### config.mk
export PLATFORM = sky130hd
export DESIGN_NAME = pwmsh_top
export DESIGN_NICKNAME = d
export VERILOG_FILES = /design/src/rtl/pwmsh_pkg.sv /design/src/rtl/pwmsh_regs.sv /design/src/rtl/pwmsh_presc.sv /design/src/rtl/pwmsh_chan.sv /design/src/rtl/pwmsh_top.sv
export SDC_FILE = /design/constraint.sdc
export NUM_CORES = 1
export LEC_CHECK = 0
export ABC_AREA = 1
export BUFFER_PORTS_ARGS = -buffer_cell sky130_fd_sc_hd__buf_2
export CAP_MARGIN = 20
export CORE_UTILIZATION = 31
export CTS_CLUSTER_SIZE = 28
export DETAILED_ROUTE_END_ITERATION = 8
export PLACE_DENSITY = 0.41
export SLEW_MARGIN = 20
export SYNTH_ARGS = -nofsm -noshare
export SYNTH_HDL_FRONTEND = slang
export SYNTH_SLANG_ARGS = --single-unit
### constraint.sdc
create_clock -name clk -period 4.3 [get_ports clk]
set_clock_uncertainty 0.2 [all_clocks]
set_input_delay 0 -clock clk [delete_from_list [all_inputs] [get_ports clk]]
set_output_delay 0 -clock clk [all_outputs]
set_load 0.01 [all_outputs]
### src/rtl/pwmsh_pkg.sv
package pwmsh_pkg;

    localparam int CH_STRIDE = 32;
    localparam int WIN_OFS   = 0;
    localparam int PER_OFS   = 16;
    localparam int CTRL_OFS  = 0;
    localparam int SET_OFS   = 4;
    localparam int CLR_OFS   = 8;

    localparam int CNT_W = 16;
    localparam int SEL_W = 3;
    localparam int SH_W  = 4;
    localparam int PRE_W = 10;

    typedef logic [1:0] drive_code_t;

    typedef struct packed {
        logic [SEL_W-1:0] psel;
        drive_code_t      idle_drv;
        drive_code_t      act_drv;
        logic [CNT_W-1:0] len;
    } per_cfg_t;

    localparam int PER_CFG_W = $bits(per_cfg_t);

    typedef struct packed {
        logic [CNT_W-1:0] stop;
        logic [CNT_W-1:0] start;
    } win_cfg_t;

    typedef struct packed {
        logic oe;
        logic lvl;
    } pin_t;

    function automatic logic [SH_W-1:0] sel_to_shift(logic [SEL_W-1:0] s);
        case (s)
            3'd5:    return SH_W'(6);
            3'd6:    return SH_W'(8);
            3'd7:    return SH_W'(10);
            default: return SH_W'(s);
        endcase
    endfunction

    function automatic pin_t decode_drive(drive_code_t c);
        pin_t p;
        p.oe  = c[1];
        p.lvl = c[1] & c[0];
        return p;
    endfunction

endpackage

### src/rtl/pwmsh_regs.sv
module pwmsh_regs
    import pwmsh_pkg::*;
#(
    parameter int NUM_CH = 4,
    parameter int ADDR_W = 8
) (
    input  logic                    clk,
    input  logic                    rst,
    input  logic                    bus_wr,
    input  logic                    bus_rd,
    input  logic [ADDR_W-1:0]       bus_addr,
    input  logic [31:0]             bus_wdata,
    output logic [31:0]             bus_rdata,
    output logic [NUM_CH-1:0]       ch_en,
    output win_cfg_t [NUM_CH-1:0]   win_stage,
    output per_cfg_t [NUM_CH-1:0]   per_stage,
    output logic [NUM_CH-1:0]       commit
);

    localparam logic [ADDR_W-1:0] A_CTRL = ADDR_W'(CTRL_OFS);
    localparam logic [ADDR_W-1:0] A_SET  = ADDR_W'(SET_OFS);
    localparam logic [ADDR_W-1:0] A_CLR  = ADDR_W'(CLR_OFS);

    logic [NUM_CH-1:0] wmask;
    logic [31:0]       rd_val;

    assign wmask = bus_wdata[NUM_CH-1:0];

    always_ff @(posedge clk) begin
        if (rst) begin
            ch_en <= '0;
        end else if (bus_wr) begin
            if (bus_addr == A_CTRL)     ch_en <= wmask;
            else if (bus_addr == A_SET) ch_en <= ch_en | wmask;
            else if (bus_addr == A_CLR) ch_en <= ch_en & ~wmask;
        end
    end

    for (genvar g = 0; g < NUM_CH; g++) begin : g_stage
        localparam logic [ADDR_W-1:0] A_WIN = ADDR_W'((g + 1) * CH_STRIDE + WIN_OFS);
        localparam logic [ADDR_W-1:0] A_PER = ADDR_W'((g + 1) * CH_STRIDE + PER_OFS);
        logic hit_win;
        assign hit_win   = bus_wr && (bus_addr == A_WIN);
        assign commit[g] = bus_wr && (bus_addr == A_PER);

        always_ff @(posedge clk) begin
            if (rst) begin
                win_stage[g] <= '0;
                per_stage[g] <= '0;
            end else begin
                if (hit_win)   win_stage[g] <= win_cfg_t'(bus_wdata);
                if (commit[g]) per_stage[g] <= per_cfg_t'(bus_wdata[PER_CFG_W-1:0]);
            end
        end
    end

    always_comb begin
        rd_val = '0;
        if (bus_addr == A_CTRL || bus_addr == A_SET || bus_addr == A_CLR)
            rd_val[NUM_CH-1:0] = ch_en;
        for (int i = 0; i < NUM_CH; i++) begin
            if (bus_addr == ADDR_W'((i + 1) * CH_STRIDE + WIN_OFS))
                rd_val = win_stage[i];
            if (bus_addr == ADDR_W'((i + 1) * CH_STRIDE + PER_OFS))
                rd_val = 32'(per_stage[i]);
        end
    end

    always_ff @(posedge clk) begin
        if (rst)         bus_rdata <= '0;
        else if (bus_rd) bus_rdata <= rd_val;
    end

endmodule

### src/rtl/pwmsh_presc.sv
module pwmsh_presc
    import pwmsh_pkg::*;
(
    input  logic            clk,
    input  logic            rst,
    input  logic            en,
    input  logic [SH_W-1:0] shift,
    output logic            tick
);

    logic [PRE_W-1:0] pre;
    logic [PRE_W-1:0] mask;

    assign mask = ~({PRE_W{1'b1}} << shift);
    assign tick = en && (pre == mask);

    always_ff @(posedge clk) begin
        if (rst || !en) pre <= '0;
        else if (tick)  pre <= '0;
        else            pre <= pre + 1'b1;
    end

endmodule

### src/rtl/pwmsh_chan.sv
module pwmsh_chan
    import pwmsh_pkg::*;
(
    input  logic             clk,
    input  logic             rst,
    input  logic             en,
    input  logic             tick,
    input  logic             commit,
    input  win_cfg_t         win_stage,
    input  per_cfg_t         per_stage,
    output logic [SH_W-1:0]  work_shift,
    output logic [CNT_W-1:0] cnt,
    output logic [CNT_W-1:0] eff_len,
    output logic             pwm_out,
    output logic             pwm_oe
);

    win_cfg_t work_win;
    per_cfg_t work_per;
    logic     pending;
    logic     wrap;
    logic     load;
    logic     active;
    pin_t     pin;

    assign eff_len    = (work_per.len == '0) ? CNT_W'(1) : work_per.len;
    assign work_shift = sel_to_shift(work_per.psel);
    assign wrap       = tick && (({1'b0, cnt} + 1'b1) >= {1'b0, eff_len});
    assign load       = pending && (!en || wrap);

    always_ff @(posedge clk) begin
        if (rst) begin
            cnt      <= '0;
            pending  <= 1'b0;
            work_win <= '0;
            work_per <= '0;
        end else begin
            if (!en)       cnt <= '0;
            else if (wrap) cnt <= '0;
            else if (tick) cnt <= cnt + 1'b1;
            if (load) begin
                work_win <= win_stage;
                work_per <= per_stage;
            end
            pending <= commit || (pending && !load);
        end
    end

    assign active  = (cnt >= work_win.start) && (cnt < work_win.stop);
    assign pin     = decode_drive(active ? work_per.act_drv : work_per.idle_drv);
    assign pwm_oe  = en && pin.oe;
    assign pwm_out = en && pin.lvl;

endmodule

### src/rtl/pwmsh_top.sv
module pwmsh_top
    import pwmsh_pkg::*;
#(
    parameter int NUM_CH = 4,
    parameter int ADDR_W = 8
) (
    input  logic              clk,
    input  logic              rst,
    input  logic              bus_wr,
    input  logic              bus_rd,
    input  logic [ADDR_W-1:0] bus_addr,
    input  logic [31:0]       bus_wdata,
    output logic [31:0]       bus_rdata,
    output logic [NUM_CH-1:0] pwm_out,
    output logic [NUM_CH-1:0] pwm_oe
);

    logic [NUM_CH-1:0]             ch_en;
    logic [NUM_CH-1:0]             commit;
    win_cfg_t [NUM_CH-1:0]         win_stage;
    per_cfg_t [NUM_CH-1:0]         per_stage;
    logic [NUM_CH-1:0][CNT_W-1:0]  ch_cnt;
    logic [NUM_CH-1:0][CNT_W-1:0]  ch_len;

    pwmsh_regs #(.NUM_CH(NUM_CH), .ADDR_W(ADDR_W)) regs_i (
        .clk       (clk),
        .rst       (rst),
        .bus_wr    (bus_wr),
        .bus_rd    (bus_rd),
        .bus_addr  (bus_addr),
        .bus_wdata (bus_wdata),
        .bus_rdata (bus_rdata),
        .ch_en     (ch_en),
        .win_stage (win_stage),
        .per_stage (per_stage),
        .commit    (commit)
    );

    for (genvar g = 0; g < NUM_CH; g++) begin : g_ch
        logic            tick;
        logic [SH_W-1:0] shift;

        pwmsh_presc presc_i (
            .clk   (clk),
            .rst   (rst),
            .en    (ch_en[g]),
            .shift (shift),
            .tick  (tick)
        );

        pwmsh_chan chan_i (
            .clk        (clk),
            .rst        (rst),
            .en         (ch_en[g]),
            .tick       (tick),
            .commit     (commit[g]),
            .win_stage  (win_stage[g]),
            .per_stage  (per_stage[g]),
            .work_shift (shift),
            .cnt        (ch_cnt[g]),
            .eff_len    (ch_len[g]),
            .pwm_out    (pwm_out[g]),
            .pwm_oe     (pwm_oe[g])
        );
    end

endmodule

==> results of run 1 <==
==> worst min path at each step <==
stage | to | depth (start not counted)
after detailed placement | regs_i.win_stage[95] | 3
final | regs_i.win_stage[56] | 4
after global placement | regs_i.win_stage[95] | 3
after global routing | regs_i.win_stage[120] | 4
after CTS | regs_i.win_stage[120] | 4
after floorplan | regs_i.win_stage[119] | 2
==> critical path, stage by stage (launching register included) <==
cell	delay (ps)
dfxtp_1	430
ha_1	220
nand3_1	170
nor2_2	220
nand3_1	130
nor3_1	300
xnor2_1	160
inv_1	80
ha_1	290
nand2_1	70
nor2_1	190
nand4_1	120
nor2_1	90
nor2_1	50
nand3_1	70
nand2_2	100
nand2_4	220
buf_12	290
nand3_1	120
nand2_1	100
nor2_1	40
==> area by class of cell <==
type / instances / share of cell area (%)
repair buffers: 191 / 4.115
clock buffers: 110 / 6.299
well taps: 1276 / 4.546
flip-flops and latches: 584 / 33.33
clock inverters: 23 / 0.8158
inverters: 636 / 6.819
multi-input cells: 2900 / 44.08
==> cells by family after synthesis <==
group	share of synthesized area, %
mux	0.1309
fa+ha+maj	8.017
xor+xnor	2.176
buf+inv	11.47
compound gates	18.69
flops	38.22
simple gates	21.29
==> layout by cell type, fill, tap and decap left out, types with 10 or more instances in the layout <==
cell type / instances
a21oi_1: 690
nand2_1: 676
inv_1: 627
dfxtp_1: 580
nor2_1: 380
nand3_1: 318
o21ai_0: 289
ha_1: 196
buf_2: 82
clkbuf_16: 78
xor2_1: 64
buf_4: 55
nor3_1: 54
dlygate4sd3_1: 45
nand4_1: 42
a211oi_1: 33
o22ai_1: 25
nor4_1: 23
clkbuf_1: 18
clkbuf_8: 14
xnor2_1: 12
o2111ai_1: 12
clkinv_2: 10
==> metrics by stage <==
step           setup WS (ps)  total power, W
6_report               478.1         0.01229
3_5_place_dp           302.2        0.005887
5_1_grt                5.272         0.01270
3_3_place_gp           356.0        0.005889
2_1_floorplan          930.1        0.005720
4_1_cts                290.1         0.01245
==> per-layer routing <==
metal | vias to the layer above | part of all wire (%) | track usage (%)
met5 | - | 0.039 | 0
met4 | 8 | 2.5 | 6.346
met3 | 125 | 5.3 | 3.891
met2 | 533 | 43 | 34.71
met1 | 12940 | 49 | 31.81
li1 | 14390 | - | -
==> where the power goes <==
| group | leakage [nW] | switching [W] | internal, W |
|---|---|---|---|
| sequential | 4.70 | 0.00000563 | 0.00542 |
| combinational | 7.98 | 0.000274 | 0.000100 |
| clock | 1.22 | 0.00257 | 0.00392 |
==> sequential cells by signal (all words and copies together) (netlist names), named ones only <==
register,cells
regs_i.per_stage,92
g_ch.chan_i.work_per,92
g_ch.presc_i.pre,40
regs_i.bus_rdata,32
g_ch.chan_i.work_win,128
regs_i.win_stage,128
g_ch.chan_i.cnt,64
g_ch.chan_i.pending,4
==> timing repair <==
action | CTS | global route
endpoints found under the hold margin | 248 | 0
hold buffers | 45 | 0
gates resized for setup | 0 | 5
endpoints found under the setup margin | 0 | 63
==> impl_metrics.toml, run 1 <==
[status]
status = "completed"

[clocking]
cts_tree = "yes"
clk_latency_ps = 630
cts_max_level = 3
clk_pin_slew_ps = 60
clock_sinks = 584
root_buffer = "clkbuf_16"
cts_buffers = 76
clockBufferDepth = 3
cts_setup_buffers = 0

[yosys]
synthCells = 4360
yosys.area.top_type = "dfxtp_1"
synth_nets = 4600
ys_top_cells_by_count = "690 x a21oi_1, 681 x nand2_1, 627 x inv_1"
synthMostInstantiatedCell = "a21oi_1"
synth-seq-cells = 584
synth_cell_types = 47
synth_area_leaders = "dfxtp_1 38%, a21oi_1 11%, nand2_1 8.4%"
netlist.area_leader.share_pct = 38.22
synth_ff_type = "dfxtp_1"
yosysSeqAreaShare_pct = 38.22
yosys_warnings = 0
synth-async-reset-ratio_pct = 0
synth_edf_count = 0
syn_area_per_cell_um2 = 7.016
syn_area_mm2 = 0.03059

[timing]
finalSetupViolations = 0
slew-limit-headroom_pct = 33.63
finalHoldViolations = 0
rsz0062_at_grt = "no"
period_needed_ps = 3822
worst_slew_pin_slew_ps = 995.6
max_freq_mhz = 261.6
drv_slew = 0
fin_setup_tns_ps = 0
hold_ws_ps = 35.16
fin_crit_sh_pct = 88.88

[critical_path]
crit_required_ps = 4630
reg2reg_depth = 20
worstSetupEndpointType = "flip-flop"
startpoint_type = "flip-flop"
crit_type = "reg2reg"
worstReg2RegStart = "g_ch[1].chan_i.cnt[1]"
critPathLaunch = "g_ch[1].chan_i.cnt[1]"
worst_r2r_endpoint = "g_ch[1].chan_i.work_win[30]"
worstPathMaxFanout = 60
worstPathArrival_ps = 4150
regToRegSetupSlack_ps = 480
cp-endpoint = "g_ch[1].chan_i.work_win[30]"

[grt]
grt_first_pass_wirelength_mm = 169.4
grt_max_degree = 104
antenna_found_initial = 7
first_global_vias = 26430
overflow = 0
track_usage_pct = 22.44

[cells_and_area]
nets = 4629
antenna_cells = 0
fin_cells = 5720
seq_area_mm2 = 0.01171
multi_input_area_mm2 = 0.01548
n_fill_cell = 10620
fin_util_pct = 36.10
drive_above_1_share_pct = 6.796
fin_area_mm2 = 0.03512
synthToLayoutAreaGrowth_pct = 14.82

[detailed_routing]
detail_route.wl_per_cell_um = 19.74
drt_iter0_drc = 1955
routed_wl_mm = 112.9
drc = 0
routed-via-count = 28000
postRouteAntennaNets = 0
drt-pass1-iter-count = 6
vias_per_cell = 4.895

[power_and_ir_drop]
p_leak_nw = 13.91
p_per_area_mw_per_mm2 = 349.8
ir_worst_vdd_uv = 310.7

[run]
cap_viol_max_count = 0

[hold_path]
worstHoldPathType = "in2reg"
hold_start = "bus_wdata[24]"

[place]
dpl.hpwl_mm = 84.04
gp_congestion = 0.8917
io_buffers = 83
placed_cells = 5542
placed_area_mm2 = 0.03215

[floorplan]
row_count = 114
fp.dieH_um = 316.1
dieWidth_um = 316.1
initial_core_util_pct = 31.44
core_area_mm2 = 0.09728
io_pins = 84
die-area_mm2 = 0.09993
(Power assumes the default switching activity.)
==> inputs of run 2 (changes only) <==
--- a/config.mk
+++ b/config.mk
@@ -6,7 +6,7 @@
 export NUM_CORES = 1
 export LEC_CHECK = 0
 export ABC_AREA = 1
-export BUFFER_PORTS_ARGS = -buffer_cell sky130_fd_sc_hd__buf_2
+export BUFFER_PORTS_ARGS = -buffer_cell sky130_fd_sc_hd__buf_4
 export CAP_MARGIN = 20
 export CORE_UTILIZATION = 31
 export CTS_CLUSTER_SIZE = 28
==> run 2 against run 1 <==
  * Setup slack got worse by 160 ps
  * First-iteration DRC count rose by 22%
  * Count of clock-buffer cells in the layout fell by 2
  * Sequential power is essentially flat
  * Critical endpoint is now g_ch[0].chan_i.work_win[19]
  * Worst hold slack got worse by 3.0 ps
  * Non-clock buffer count is 16 higher
  * Global-route usage barely moved
  * Highest routed layer unchanged
  * Combinational power up 4%
  * Clock power is 3% higher
  * Via count rose by 0.34%
  * Sequential share of layout area shrank 0.46 points
==> impl_metrics.toml, run 2 (synthesis gave the netlist of run 1 again) <==
[critical_path]
max_stage_delay_ps = 440
crit_type = "reg2reg"
worstSetupEndpointType = "flip-flop"
crit_required_ps = 4610
crit_family = "simple AND/OR/NAND/NOR gates"
crit_chain = "nand3_1, nor3_1, nand3_1, nor3_1, nand3_1, nor2_1, xor2_1, inv_1, ha_1, nand4_1, nor4_1, nand2_1, nand3_1, nand2_1, nand2_8, buf_4, nand3_1, nand2_1, nor2_1"
regToRegSetupSlack_ps = 320
cpMostUsedCell = "nand3_1"
worst_r2r_endpoint = "g_ch[0].chan_i.work_win[19]"
worstReg2RegStart = "g_ch[0].chan_i.cnt[2]"
cp_slowest_cell = "dfxtp_1"
reg2reg_depth = 19
worstPathArrival_ps = 4290
startpoint_type = "flip-flop"
crit_buf_inv = 2
worstPathMaxFanout = 23

[hold_path]
worstHoldPathType = "in2reg"
worstHoldEndpoint = "regs_i.win_stage[57]"
hold_start = "bus_wdata[25]"
hold_path_depth = 4

[timing]
fin_setup_tns_ps = 0
finalHoldViolations = 0
worst_slew_pin_slew_ps = 969.2
period_needed_ps = 3981
drv_slew = 0
max_freq_mhz = 251.2
fin_crit_sh_pct = 92.59
slew-limit-headroom_pct = 35.39
finalSetupViolations = 0
rsz0062_at_grt = "no"
hold_ws_ps = 32.15

[power_and_ir_drop]
clock_power_share_pct = 53.5
ir_worst_vdd_uv = 295.4
p_sw_w = 0.002862
p_per_area_mw_per_mm2 = 350.7
sw_frac_of_total_pct = 22.92
seq_power_share_pct = 43.4
p_leak_nw = 14.10
power_frac_comb_pct = 3.1
power.total_w = 0.01249
p_int_w = 0.009628

[cells_and_area]
drive_above_1_share_pct = 7.066
synthToLayoutAreaGrowth_pct = 16.44
final_cell_mix = "690 x a21oi_1, 676 x nand2_1, 627 x inv_1, 580 x dfxtp_1, 381 x nor2_1"
final_common_cell = "a21oi_1"
n_fill_cell = 10670
nets = 4643
top_regs = "g_ch.chan_i.work_win x128, regs_i.win_stage x128"

[run]
cap_viol_max_count = 0

[clocking]
cts_setup_buffers = 0
clock_sinks = 584
cts_tree = "yes"
clk_latency_ps = 630
cts_buffers = 74
clockBufferDepth = 3
cts_max_level = 3
clk_pin_slew_ps = 60
root_buffer = "clkbuf_16"

[grt]
antenna_found_initial = 4
first_global_vias = 26380
track_usage_pct = 22.47
overflow = 0
grt_max_degree = 93
grt_first_pass_wirelength_mm = 169.8

[detailed_routing]
routed_wl_mm = 112.9
routed-via-count = 28100
detail_route.wl_per_cell_um = 19.69
postRouteAntennaNets = 0
drt-pass1-iter-count = 6
drt_iter0_drc = 2388
drc = 0
vias_per_cell = 4.899

[place]
dpl.hpwl_mm = 84.47
gp_congestion = 0.8851
io_buffers = 83

[floorplan]
fp.dieH_um = 316.1
dieWidth_um = 316.1
initial_core_util_pct = 31.44
die-area_mm2 = 0.09993
io_pins = 84
core_area_mm2 = 0.09728
row_count = 114

[status]
status = "completed"
## run 2: power groups by stage
stage	clock, W	sequential (W)	combinational (W)
global route	0.00705	0.00542	0.000422
detailed placement	0	0.00554	0.000355
finish	0.00668	0.00542	0.000389
CTS	0.00685	0.00542	0.000390
global placement	0	0.00554	0.000358
floorplan	0	0.00554	0.000180
## run 2: cell type report
type                       instances  area, um^2  area share [%]
clock buffer                     108        2202           6.183
tap                             1276        1597           4.483
sequential                       584       11710           32.87
multi-input combinational       2900       15480           43.48
antenna                            1       2.502        0.007026
inverter                         636        2395           6.724
clock inverter                    23       382.9           1.075
timing repair buffer             207        1847           5.185
## run 2: worst max path at each step
stage	startpoint	endpoint	depth (start not counted)
floorplan	g_ch[0].chan_i.cnt[2]	g_ch[0].chan_i.work_per[17]	20
global placement	g_ch[1].chan_i.cnt[2]	g_ch[1].chan_i.work_win[26]	19
CTS	g_ch[0].chan_i.cnt[2]	g_ch[0].chan_i.work_win[19]	19
detailed placement	g_ch[0].chan_i.cnt[2]	g_ch[0].chan_i.work_win[19]	19
global route	g_ch[0].chan_i.cnt[2]	g_ch[0].chan_i.work_win[22]	19
finish	g_ch[0].chan_i.cnt[2]	g_ch[0].chan_i.work_win[19]	19
## run 2: what timing repair did
action | CTS | global route
endpoints found under the setup margin | 0 | 49
hold endpoints to repair | 271 | 0
hold buffers | 47 | 0
resized for setup | 0 | 3
## run 2: metal layers
| layer | routed length, um | vias to the layer above | share of wire, % | track usage (%) |
|---|---|---|---|---|
| met5 | 41 | - | 0.036 | 0 |
| met4 | 2449 | 6 | 2.2 | 5.446 |
| met3 | 5284 | 122 | 4.7 | 3.270 |
| met2 | 49350 | 557 | 44 | 34.69 |
| met1 | 55770 | 12990 | 49 | 32.62 |
| li1 | - | 14420 | - | - |
## run 2: through the flow
stage,utilization [%],cell area [um^2],std cells,worst slack (ps)
4_1_cts,36.59,35590,5734,293.5
6_report,36.61,35620,5735,318.7
3_5_place_dp,33.45,32540,5556,336.4
2_1_floorplan,-,30590,4360,930.1
5_1_grt,36.61,35620,5735,9.120
3_3_place_gp,33.45,32540,5556,349.4
## run 2: worst min-delay path, stage by stage
cell	delay (ps)
dlygate4sd3_1	530
buf_4	120
inv_1	60
a21oi_1	110
==> inputs of run 3 (changes only) <==
--- a/config.mk
+++ b/config.mk
@@ -8,10 +8,11 @@
 export ABC_AREA = 1
 export BUFFER_PORTS_ARGS = -buffer_cell sky130_fd_sc_hd__buf_4
 export CAP_MARGIN = 20
-export CORE_UTILIZATION = 31
+export CORE_UTILIZATION = 37
 export CTS_CLUSTER_SIZE = 28
 export DETAILED_ROUTE_END_ITERATION = 8
-export PLACE_DENSITY = 0.41
+export GPL_ROUTABILITY_DRIVEN = 1
+export PLACE_DENSITY = 0.48
 export SLEW_MARGIN = 20
 export SYNTH_ARGS = -nofsm -noshare
 export SYNTH_HDL_FRONTEND = slang
==> run 3 against run 2 <==
  * Combinational power down 3%
  * Highest routed layer unchanged
  * Final area down 1.5%
  * Count of clock-buffer cells in the layout up 4
  * Flip-flop and latch count unchanged
  * Non-clock buffer count down 13
  * Global-route usage up 2.7 points
  * Critical path depth unchanged
  * Maximum frequency up 3.9%
  * First-iteration DRC count down 10%
==> impl_metrics.toml, run 3 (synthesis gave the netlist of run 1 again) <==
[timing]
rsz0062_at_grt = "no"
finalSetupViolations = 0
hold_ws_ps = 40.40
fin_ws_ps = 469.2
drv_slew = 0
fin_crit_sh_pct = 89.09
finalHoldViolations = 0
fin_setup_tns_ps = 0
slew-limit-headroom_pct = 38.43
max_freq_mhz = 261.0
worst_slew_pin_slew_ps = 923.6
period_needed_ps = 3831

[cells_and_area]
top_regs = "g_ch.chan_i.work_win x128, regs_i.win_stage x128"
final_common_cell = "a21oi_1"
nets = 4627
n_fill_cell = 8707
synthToLayoutAreaGrowth_pct = 14.73
seq_area_mm2 = 0.01171
fin_util_pct = 42.81
final_cell_mix = "690 x a21oi_1, 676 x nand2_1, 627 x inv_1, 580 x dfxtp_1, 381 x nor2_1"
multi_input_area_mm2 = 0.01546
fin_cells = 5511
drive_above_1_share_pct = 6.374

[place]
placed_cells = 5330
preCtsSetupSlack_ps = 414.9
dpl.hpwl_mm = 77.52
gp_congestion = 0.9242
io_buffers = 83

[floorplan]
io_pins = 84
die-area_mm2 = 0.08382
dieWidth_um = 289.5
row_count = 105
core_area_mm2 = 0.08198
fp.dieH_um = 289.5
initial_core_util_pct = 37.31

[critical_path]
regToRegSetupSlack_ps = 470
crit_type = "reg2reg"
worstSetupEndpointType = "flip-flop"
crit_required_ps = 4600
worstPathMaxFanout = 52
worstPathArrival_ps = 4130
startpoint_type = "flip-flop"

[grt]
track_usage_pct = 25.13
overflow = 0
grt_first_pass_wirelength_mm = 161.5
antenna_found_initial = 1
grt_max_degree = 132
first_global_vias = 26320

[clocking]
clk_pin_slew_ps = 60
cts_setup_buffers = 0
cts_max_level = 3
clockBufferDepth = 3
clk_latency_ps = 620
clock_sinks = 584
cts_tree = "yes"
root_buffer = "clkbuf_16"
cts_buffers = 71

[power_and_ir_drop]
p_leak_nw = 13.96
p_per_area_mw_per_mm2 = 344.9
ir_worst_vdd_uv = 236.7

[detailed_routing]
drt_iter0_drc = 2150
routed_wl_mm = 105.7
drc = 0
drt-pass1-iter-count = 5
detail_route.wl_per_cell_um = 19.18
postRouteAntennaNets = 0
routed-via-count = 28190
vias_per_cell = 5.115

[hold_path]
worstHoldPathType = "in2reg"

[run]
cap_viol_max_count = 0

[status]
status = "completed"
==> run 3: area by class of cell <==
cell class	count	share of cell area [%]
diodes	1	0.007130
clock buffers	112	6.171
clock inverters	14	0.6845
inverters	636	6.824
multi-input cells	2900	44.04
flip-flops and latches	584	33.36
well taps	1070	3.815
repair buffers	194	5.098
==> run 3: report_power, final <==
part           switching, W  internal [W]
logic              0.000263      0.000116
clock network       0.00249       0.00382
registers        0.00000543       0.00542
==> run 3: what timing repair did <==
item / CTS / global route
resized for setup: 0 / 1
setup endpoints to repair: 0 / 16
endpoints found under the hold margin: 247 / 0
hold buffers: 52 / 0
==> run 3: routing by layer <==
layer	track usage, %	wire [um]
met1	35.03	50100
met2	39.58	46620
met3	3.650	5698
met4	8.455	3244
met5	0	9
==> run 3: worst max-delay path, cell delays in order (launching register included) <==
cell,delay (ps)
dfxtp_1,430
nand3_1,160
nor3_1,270
nand3_1,180
nor3_2,180
nand3_1,170
nor2_1,150
xor2_1,200
inv_1,60
ha_1,340
nand4_1,120
nor4_1,260
nand2_1,80
nand3_1,90
nand2_1,110
nand2_4,200
buf_12,270
nand3_1,110
nand2_1,80
nor2_1,40
==> run 3: per-stage QoR <==
stage	instance area, um^2	total power [W]
finish	35090	0.01211
detailed placement	32110	0.005882
floorplan	30590	0.005720
CTS	35030	0.01223
global placement	32110	0.005884
global route	35090	0.01248
==> run 3: final timing paths <==
path,from,to,cells past startpoint
max,g_ch[0].chan_i.cnt[2],g_ch[0].chan_i.work_per[14],19
min,bus_wdata[27],regs_i.win_stage[91],4
max reg2reg,g_ch[0].chan_i.cnt[2],g_ch[0].chan_i.work_per[14],19
min reg2reg,regs_i.bus_rdata[30],regs_i.bus_rdata[30],2
